===== src/rtl/mbd_pkg.sv =====
package mbd_pkg;

   typedef enum logic [1:0] {
      CFG_LO_DUAL = 2'b00,
      CFG_LO_PSEN = 2'b01,
      CFG_HI_PSEN = 2'b10,
      CFG_HI_DUAL = 2'b11
   } bus_cfg_e;

   function automatic logic cfg_is_paged(bus_cfg_e c);
      return (c == CFG_HI_PSEN) || (c == CFG_HI_DUAL);
   endfunction

   function automatic logic cfg_has_rd_pin(bus_cfg_e c);
      return (c == CFG_LO_DUAL) || (c == CFG_HI_DUAL);
   endfunction

endpackage


===== src/rtl/mbd_addr_latch.sv =====
module mbd_addr_latch #(
   parameter int DATA_W = 8
) (
   input  logic              clk,
   input  logic              rst,
   input  logic              ale,
   input  logic [DATA_W-1:0] pins_in,
   output logic [DATA_W-1:0] byte_out
);

   generate
      if (DATA_W < 1) begin : g_bad_width
         $error("mbd_addr_latch: DATA_W must be at least 1");
      end
   endgenerate

   logic [DATA_W-1:0] hold_q;

   always_ff @(posedge clk) begin
      if (rst)
         hold_q <= '0;
      else if (ale)
         hold_q <= pins_in;
   end

   // transparent while the strobe is high, frozen once it falls
   always_comb begin
      byte_out = ale ? pins_in : hold_q;
   end


   capture_on_ale_chk: assert property (@(posedge clk) disable iff (rst)
      ale |=> (hold_q == $past(pins_in)));


   hold_when_low_chk: assert property (@(posedge clk) disable iff (rst)
      !ale |=> $stable(hold_q));


   reset_clear_chk: assert property (@(posedge clk)
      rst |=> (hold_q == '0));

endmodule


===== src/rtl/mbd_addr_merge.sv =====
module mbd_addr_merge #(
   parameter int DATA_W = 8,
   parameter int ADDR_W = 16
) (
   input  mbd_pkg::bus_cfg_e          cfg,
   input  logic [DATA_W-1:0]          mux_byte,
   input  logic [ADDR_W-DATA_W-1:0]   side_bits,
   output logic [ADDR_W-1:0]          addr
);

   localparam int SIDE_W = ADDR_W - DATA_W;

   generate
      if (SIDE_W < 1) begin : g_bad_split
         $error("mbd_addr_merge: ADDR_W must exceed DATA_W");
      end
   endgenerate

   logic [ADDR_W-1:0] page_addr;
   logic [ADDR_W-1:0] flat_addr;

   // page arrangement: shared byte on top; otherwise shared byte at bottom
   assign page_addr = {mux_byte, side_bits};
   assign flat_addr = {side_bits, mux_byte};

   always_comb begin
      addr = mbd_pkg::cfg_is_paged(cfg) ? page_addr : flat_addr;
   end

endmodule


===== src/rtl/mbd_strobe_map.sv =====
module mbd_strobe_map (
   input  logic              clk,
   input  logic              rst,
   input  mbd_pkg::bus_cfg_e cfg,
   input  logic              wr_n,
   input  logic              rd_n,
   input  logic              psen_n,
   output logic              int_wr,
   output logic              int_rd
);

   logic rd_pin_used;

   always_comb begin
      rd_pin_used = mbd_pkg::cfg_has_rd_pin(cfg);
      int_wr      = ~wr_n;
      int_rd      = ~psen_n | (rd_pin_used & ~rd_n);
   end


   rd_pin_ignored_chk: assert property (@(posedge clk) disable iff (rst)
      (!mbd_pkg::cfg_has_rd_pin(cfg) && psen_n) |-> !int_rd);


   dual_read_chk: assert property (@(posedge clk) disable iff (rst)
      (mbd_pkg::cfg_has_rd_pin(cfg) && !rd_n) |-> int_rd);

endmodule


===== src/rtl/mux_bus_demux.sv =====
module mux_bus_demux #(
   parameter int DATA_W = 8,
   parameter int ADDR_W = 16
) (
   input  logic                     clk,
   input  logic                     rst,
   input  logic [1:0]               cfg_mode,
   input  logic [DATA_W-1:0]        ad_in,
   input  logic [ADDR_W-DATA_W-1:0] addr_side,
   input  logic                     ale,
   input  logic                     wr_n,
   input  logic                     rd_n,
   input  logic                     psen_n,
   input  logic [DATA_W-1:0]        rd_data,
   output logic [ADDR_W-1:0]        addr_out,
   output logic                     int_wr,
   output logic                     int_rd,
   output logic [DATA_W-1:0]        wr_data,
   output logic [DATA_W-1:0]        ad_out,
   output logic                     ad_oe
);

   mbd_pkg::bus_cfg_e cfg;
   logic [DATA_W-1:0] mux_byte;

   assign cfg = mbd_pkg::bus_cfg_e'(cfg_mode);

   mbd_addr_latch #(.DATA_W(DATA_W)) u_latch (
      .clk      (clk),
      .rst      (rst),
      .ale      (ale),
      .pins_in  (ad_in),
      .byte_out (mux_byte)
   );

   mbd_addr_merge #(.DATA_W(DATA_W), .ADDR_W(ADDR_W)) u_merge (
      .cfg       (cfg),
      .mux_byte  (mux_byte),
      .side_bits (addr_side),
      .addr      (addr_out)
   );

   mbd_strobe_map u_strobes (
      .clk    (clk),
      .rst    (rst),
      .cfg    (cfg),
      .wr_n   (wr_n),
      .rd_n   (rd_n),
      .psen_n (psen_n),
      .int_wr (int_wr),
      .int_rd (int_rd)
   );

   // pins are turned around only outside the address phase
   always_comb begin
      ad_oe   = int_rd & ~ale;
      ad_out  = ad_oe ? rd_data : '0;
      wr_data = ad_in;
   end


   no_drive_in_addr_phase_chk: assert property (@(posedge clk) disable iff (rst)
      ale |-> !ad_oe);


   quiet_bus_chk: assert property (@(posedge clk) disable iff (rst)
      (psen_n && rd_n) |-> (!ad_oe && ad_out == '0));

endmodule


===== config.mk =====
export PLATFORM = sky130hd
export DESIGN_NAME = mux_bus_demux
export DESIGN_NICKNAME = d
export VERILOG_FILES = /design/src/rtl/mbd_pkg.sv /design/src/rtl/mbd_addr_latch.sv /design/src/rtl/mbd_addr_merge.sv /design/src/rtl/mbd_strobe_map.sv /design/src/rtl/mux_bus_demux.sv
export SDC_FILE = /design/constraint.sdc
export NUM_CORES = 1
export LEC_CHECK = 0
export BUFFER_PORTS_ARGS = -buffer_cell sky130_fd_sc_hd__clkbuf_2
export CAP_MARGIN = 20
export CORE_MARGIN = 4
export CORE_UTILIZATION = 36
export CTS_CLUSTER_SIZE = 40
export DETAILED_ROUTE_END_ITERATION = 7
export PLACE_DENSITY = 0.84
export SLEW_MARGIN = 25
export SYNTH_ARGS = -nofsm -noshare
export SYNTH_HDL_FRONTEND = slang
export SYNTH_SLANG_ARGS = --single-unit

===== constraint.sdc =====
create_clock -name clk -period 2.3 [get_ports clk]
set_clock_uncertainty 0.1 [all_clocks]
set_input_delay 0.575 -clock clk [delete_from_list [all_inputs] [get_ports clk]]
set_output_delay 0.575 -clock clk [all_outputs]
set_load 0.01 [all_outputs]

==> qor.csv, run 1 <==
metric,value,unit
run status,completed,
largest registers,u_latch.hold_q: 8 flops,
kind of cell with the highest combined delay on the critical path,buffers and inverters,
clock insertion delay at the later pin of the skew report,250,ps
Peak supply drop,0.000290,V
clock period minus worst slack,2260,ps
data required time of the worst path,1620,ps
via count of the first global-routing pass,801,
worst endpoint data arrival time,1580,ps
maximum count of clock buffers along a single path,2,
count of flip-flops with a built-in enable after synthesis,0,
ys flop type,sky130_fd_sc_hd__dfxtp_1,
Wirelength per Cell,12.1,µm
Post-Synthesis Cells,97,
crit path max fanout,5,
count of buffering cells on the critical path with inverters included,4,
Hold WS,438,ps
hold_buf cts,0,
share of the core filled with cells in the final layout,55.8,%
number of CTS-inserted buffers,3,
setup repair after global routing missed its margin,true,
cell at the slowest stage of the critical path,sky130_fd_sc_hd__or2_4,
root buffer selected by CTS,sky130_fd_sc_hd__clkbuf_4,
Die Area,2830,µm²
CTS clock-pin slew for the worst setup and hold paths,50,ps
vias per cell,4.88,
Final GP Congestion,0.637,
Clock Sinks,8,
clock tree from TritonCTS,done,
Worst setup EP type,primary output,
total inserted antenna cells,0,
Pre-Repair DR Iteration Count,3,
nets@finish,191,
number of library cell types mapped by synthesis,19,
max FFs per register,8,
Worst Max-Slew Pin Slew,396,ps
Hold WC Path Type,reg -> reg,
number of warnings printed during yosys synthesis,0,
wire length of the first global-routing pass,3.26,mm
Final Hold Violating Endpoints,0,
routed vias,888,
cells along the critical path,clkbuf_2 -> inv_1 -> ha_1 -> or2_4 -> buf_4 -> o21ai_2 -> buf_2,
Die X,53.2,µm
critical path's largest stage delay,250,ps
power density cells,436,nW/µm²
TNS Setup,0,ps
number of pins with negative max-slew slack in the final report,0,
"Cell Area, Synth",736,µm²
placed cell count,178,
count of input and output buffers,66,
number of max-capacitance violations reported,0,
Cell Rows,16,
slew margin rel.,72.9,%
num ports,67,
Post-Synthesis Net Count,131,
Avg Synthesized Cell Area,7.58,µm²
DRC violations left,0,
kind of critical path,in -> out,
Fmax,443,MHz
post-route worst setup slack,40.9,ps
gr ovfl total,0,
final std cells w/o fill,182,
pin count of the biggest net entering global routing,17,
Std-Cell Core Area,1940,µm²
synthesis-to-finish area growth,47.3,%
final critical-path share of the clock period,98.2,%
type of element launching the critical path,input port,
static power due to leakage,0.000593,µW
GRT Util Overall,15.3,%
H-tree depth,1,
Setup-failing EPs final,0,
post-synthesis register bit count,8,
Biggest register,u_latch.hold_q,
Die Y,53.2,µm
register area share after synthesis,21.8,%
layout cells sized above 1,59.4,%
Starting Density,37.9,%
number of design-rule violations left by the first detailed-router iteration,7,
post-detail-place hpwl,1.88,mm
"antenna viol nets, final",0,
number of antenna violations at the first check in global routing,0,
post-detailed-routing wire length,2.19,mm
worst setup slack before clock tree synthesis,-28.6,ps
number of fillers in the final layout,200,
share of async-settable or async-resettable flops after synthesis,0,%
[layout make-up]
type | count | area, µm² | share of cell area, %
inverter | 10 | 37.5 | 3.46
tap | 27 | 33.8 | 3.12
clock buffer | 3 | 22.5 | 2.08
multi-input combinational | 62 | 447 | 41.2
sequential | 8 | 160 | 14.8
timing repair buffer | 72 | 383 | 35.3
[power by group]
group	internal, µW	switching, µW
Combinational	98.2	123
Sequential	147	2.31
Clock	59.4	42.9
[routing by layer]
layer | track usage [%] | vias up | wire [µm]
li1 | - | 445 | -
met3 | 5.92 | 4 | 291
met2 | 28.4 | 58 | 1100
met4 | 4.26 | 0 | 27
met1 | 15.5 | 381 | 774
met5 | 0 | - | 0
[cells in the mapped netlist, types with 2 or more instances]
master / count / area, µm²
sky130_fd_sc_hd__buf_6: 3 / 33.8
sky130_fd_sc_hd__buf_4: 9 / 67.6
sky130_fd_sc_hd__clkbuf_1: 4 / 15.0
sky130_fd_sc_hd__ha_1: 2 / 25.0
sky130_fd_sc_hd__a21oi_2: 8 / 70.1
sky130_fd_sc_hd__mux2i_1: 7 / 70.1
sky130_fd_sc_hd__inv_1: 10 / 37.5
sky130_fd_sc_hd__nor2_1: 8 / 30.0
sky130_fd_sc_hd__nor3_1: 8 / 40.0
sky130_fd_sc_hd__o21ai_2: 2 / 17.5
sky130_fd_sc_hd__dfxtp_1: 8 / 160
sky130_fd_sc_hd__o21ai_0: 14 / 70.1
sky130_fd_sc_hd__a211oi_1: 8 / 60.1
[path summary, 6_finish.rpt]
check,startpoint,end,slack [ps],depth (start not counted)
worst max register to register,u_latch.hold_q[3],u_latch.hold_q[3],1390,2
worst min-delay path,u_latch.hold_q[6],u_latch.hold_q[6],440,2
worst max-delay path,cfg_mode[0],addr_out[3],40,7
worst min register to register,u_latch.hold_q[6],u_latch.hold_q[6],440,2
[cells by family after synthesis]
| family | after synthesis | share of synthesized area, % |
|---|---|---|
| and+or+nand+nor | 19 | 11.7 |
| buffers and inverters | 27 | 21.4 |
| DFF | 8 | 21.8 |
| AOI/OAI and AO/OA | 33 | 30.3 |
| adders and majority gates | 2 | 3.40 |
| muxes | 8 | 11.4 |
[per-stage QoR]
step	area, µm²	total power [µW]
floorplan	736	282
global placement	1020	352
detailed placement	1020	360
CTS	1040	469
global route	1080	508
finish	1080	472
[repair_timing]
item | CTS | global route
resized for setup | 1 | 25
pin swaps | 0 | 1
endpoints found under the setup margin | 10 | 23
setup buffers | 0 | 0
gates cloned | 0 | 1
[worst reg2reg max path, stage by stage (launching register included)]
cell	delay, ps
sky130_fd_sc_hd__dfxtp_1	290
sky130_fd_sc_hd__mux2i_1	320
sky130_fd_sc_hd__nor2_1	80
[cells in the final DEF (no fill, tap or decap)]
cell type                  netlist  final
sky130_fd_sc_hd__or2_4           0      1
sky130_fd_sc_hd__o21ai_2         2      3
sky130_fd_sc_hd__buf_6           3      2
sky130_fd_sc_hd__clkbuf_4        0      3
sky130_fd_sc_hd__mux2i_2         1      1
sky130_fd_sc_hd__a211oi_2        0      3
sky130_fd_sc_hd__dfxtp_1         8      8
sky130_fd_sc_hd__a21oi_1         1      1
sky130_fd_sc_hd__buf_4           9      4
sky130_fd_sc_hd__a21oi_2         8      8
sky130_fd_sc_hd__nand2b_4        0      1
sky130_fd_sc_hd__buf_2           0      9
sky130_fd_sc_hd__o21ai_1         0      5
sky130_fd_sc_hd__nand2_1         1      1
sky130_fd_sc_hd__mux2i_1         7      7
sky130_fd_sc_hd__ha_1            2      2
sky130_fd_sc_hd__clkbuf_2        0     57
sky130_fd_sc_hd__o21ai_0        14      8
sky130_fd_sc_hd__nor3_1          8      8
sky130_fd_sc_hd__nor2_1          8      8
sky130_fd_sc_hd__inv_1          10     10
sky130_fd_sc_hd__a211oi_1        8      5
No activity file was read; power rests on OpenSTA's default activity.
==> run 2: changes to the inputs <==
- clock period: 2.3 -> 2.26 ns (I/O delays scaled with it)
==> run 2 against run 1 <==
Compared with the run above:
- cell area rose by 1.8%
- global-route usage rose by 1.1 points
- utilization is 1.0 points higher
- worst hold slack improved by 7.3 ps
- clock power grew 9.8%
- via count rose by 1.6%
- first-iteration DRC count is 86% higher
- sequential cell count stayed put
- power increased by 4.4%
- critical path type unchanged
- largest cell class unchanged
==> qor.csv, run 2 (synthesis results as in run 1) <==
metric,value,unit,change
run status,completed,,unchanged
setup repair after global routing missed its margin,true,,unchanged
worst endpoint data arrival time,1550,ps,was 1580 ps
post-detailed-routing wire length,2.23,mm,was 2.19 mm
max FFs per register,8,,unchanged
H-tree depth,1,,unchanged
total inserted antenna cells,0,,unchanged
Final Hold Violating Endpoints,0,,unchanged
num ports,67,,unchanged
cells along the critical path,clkbuf_2 -> ha_1 -> or2_4 -> buf_6 -> o21ai_1 -> buf_2,,was clkbuf_2 -> inv_1 -> ha_1 -> or2_4 -> buf_4 -> o21ai_2 -> buf_2
data required time of the worst path,1590,ps,was 1620 ps
maximum count of clock buffers along a single path,2,,unchanged
Cell Rows,16,,unchanged
Setup-failing EPs final,0,,unchanged
cell at the slowest stage of the critical path,sky130_fd_sc_hd__or2_4,,unchanged
number of CTS-inserted buffers,3,,unchanged
CTS clock-pin slew for the worst setup and hold paths,60,ps,was 50 ps
Die X,53.2,µm,unchanged
layout cells sized above 1,61.9,%,was 59.4%
"antenna viol nets, final",0,,unchanged
Starting Density,37.9,%,unchanged
routed vias,902,,was 888
final critical-path share of the clock period,98.0,%,
kind of critical path,in -> out,,unchanged
Worst setup EP type,primary output,,unchanged
clock insertion delay at the later pin of the skew report,250,ps,about the same
Die Area,2830,µm²,unchanged
pin count of the biggest net entering global routing,17,,unchanged
synthesis-to-finish area growth,50.0,%,was 47.3%
GRT Util Overall,16.4,%,was 15.3%
Biggest register,u_latch.hold_q,,unchanged
Clock Sinks,8,,unchanged
worst setup slack before clock tree synthesis,-85.1,ps,was -28.6 ps
nets@finish,191,,unchanged
DRC violations left,0,,unchanged
wire length of the first global-routing pass,3.42,mm,was 3.26 mm
crit path max fanout,5,,unchanged
largest registers,u_latch.hold_q: 8 flops,,unchanged
clock period minus worst slack,2220,ps,
Wirelength per Cell,12.2,µm,was 12.1 µm
number of pins with negative max-slew slack in the final report,0,,unchanged
Pre-Repair DR Iteration Count,4,,was 3
power density cells,447,nW/µm²,was 436 nW/µm²
hold_buf cts,0,,unchanged
Fmax,451,MHz,
slew margin rel.,73.8,%,was 72.9%
critical path's largest stage delay,280,ps,was 250 ps
Final GP Congestion,0.635,,was 0.637
Worst Max-Slew Pin Slew,382,ps,was 396 ps
share of the core filled with cells in the final layout,56.8,%,was 55.8%
most frequent cells in the layout,"54 x sky130_fd_sc_hd__clkbuf_2, 12 x sky130_fd_sc_hd__buf_2, 10 x sky130_fd_sc_hd__inv_1",,"was 57 x sky130_fd_sc_hd__clkbuf_2, 10 x sky130_fd_sc_hd__inv_1, 9 x sky130_fd_sc_hd__buf_2"
clock tree from TritonCTS,done,,unchanged
number of max-capacitance violations reported,0,,unchanged
Hold WC Path Type,reg -> reg,,unchanged
Peak supply drop,0.000171,V,was 0.000290 V
static power due to leakage,0.000598,µW,was 0.000593 µW
Die Y,53.2,µm,unchanged
type of element launching the critical path,input port,,unchanged
post-detail-place hpwl,1.87,mm,was 1.88 mm
Std-Cell Core Area,1940,µm²,unchanged
post-route worst setup slack,44.7,ps,was 40.9 ps
root buffer selected by CTS,sky130_fd_sc_hd__clkbuf_4,,unchanged
number of design-rule violations left by the first detailed-router iteration,13,,was 7
number of antenna violations at the first check in global routing,0,,unchanged
gr ovfl total,0,,unchanged
vias per cell,4.96,,was 4.88
count of input and output buffers,66,,unchanged
via count of the first global-routing pass,819,,was 801
"most common cell after layout, fill and taps aside",sky130_fd_sc_hd__clkbuf_2,,unchanged
## run 2: changes by cell type in the layout (fill, tap and decap cells not counted), sizes merged
cell    delta
buf        +3
clkbuf     -3
## run 2: final cells by class
type                       count  area [µm²]
timing repair buffer          72         387
fill                         190         838
tap                           27        33.8
clock buffer                   3        22.5
inverter                      10        37.5
sequential                     8         160
multi-input combinational     62         463
## run 2: path summary, 6_finish.rpt
check | from | to | slack [ps] | cells past startpoint
max reg2reg | u_latch.hold_q[5] | u_latch.hold_q[5] | 1340 | 2
min | u_latch.hold_q[6] | u_latch.hold_q[6] | 450 | 2
max | cfg_mode[0] | addr_out[3] | 40 | 6
min reg2reg | u_latch.hold_q[6] | u_latch.hold_q[6] | 450 | 2
## run 2: timing repair
action / in CTS / in global routing
pin swaps: 0 / 1
buffers inserted: 0 / 0
gates cloned: 0 / 1
endpoints found under the setup margin: 14 / 24
gates resized for setup: 8 / 27
## run 2: layer usage
metal | part of all wire (%) | GRT usage, %
met2 | 49 | 29.4
met1 | 35 | 16.9
met4 | 2.0 | 9.36
met5 | 0 | 0
met3 | 14 | 4.23
## run 2: worst max-delay path: cells and delay by family
family | cells | cell delay (ps)
adder cells (fa/ha/maj) | 1 | 210
buffers and inverters | 3 | 380
AO/OA/AOI/OAI | 1 | 130
AND/OR/NAND/NOR | 1 | 280
## run 2: per-stage QoR
stage	std cells	setup TNS, ps	total power, µW	cell area, µm²	hold WS (ps)
2_1_floorplan	97	0	287	736	391
3_3_place_gp	178	-63.5	359	1020	425
3_5_place_dp	178	-422	366	1020	428
4_1_cts	181	-22.3	483	1050	451
5_1_grt	182	-18.2	530	1100	483
6_report	182	0	493	1100	445
## run 2: power breakdown
part           switching (µW)  internal [µW]
combinational             127            102
clock                    51.3           61.0
sequential               2.54            149
total                     181            313
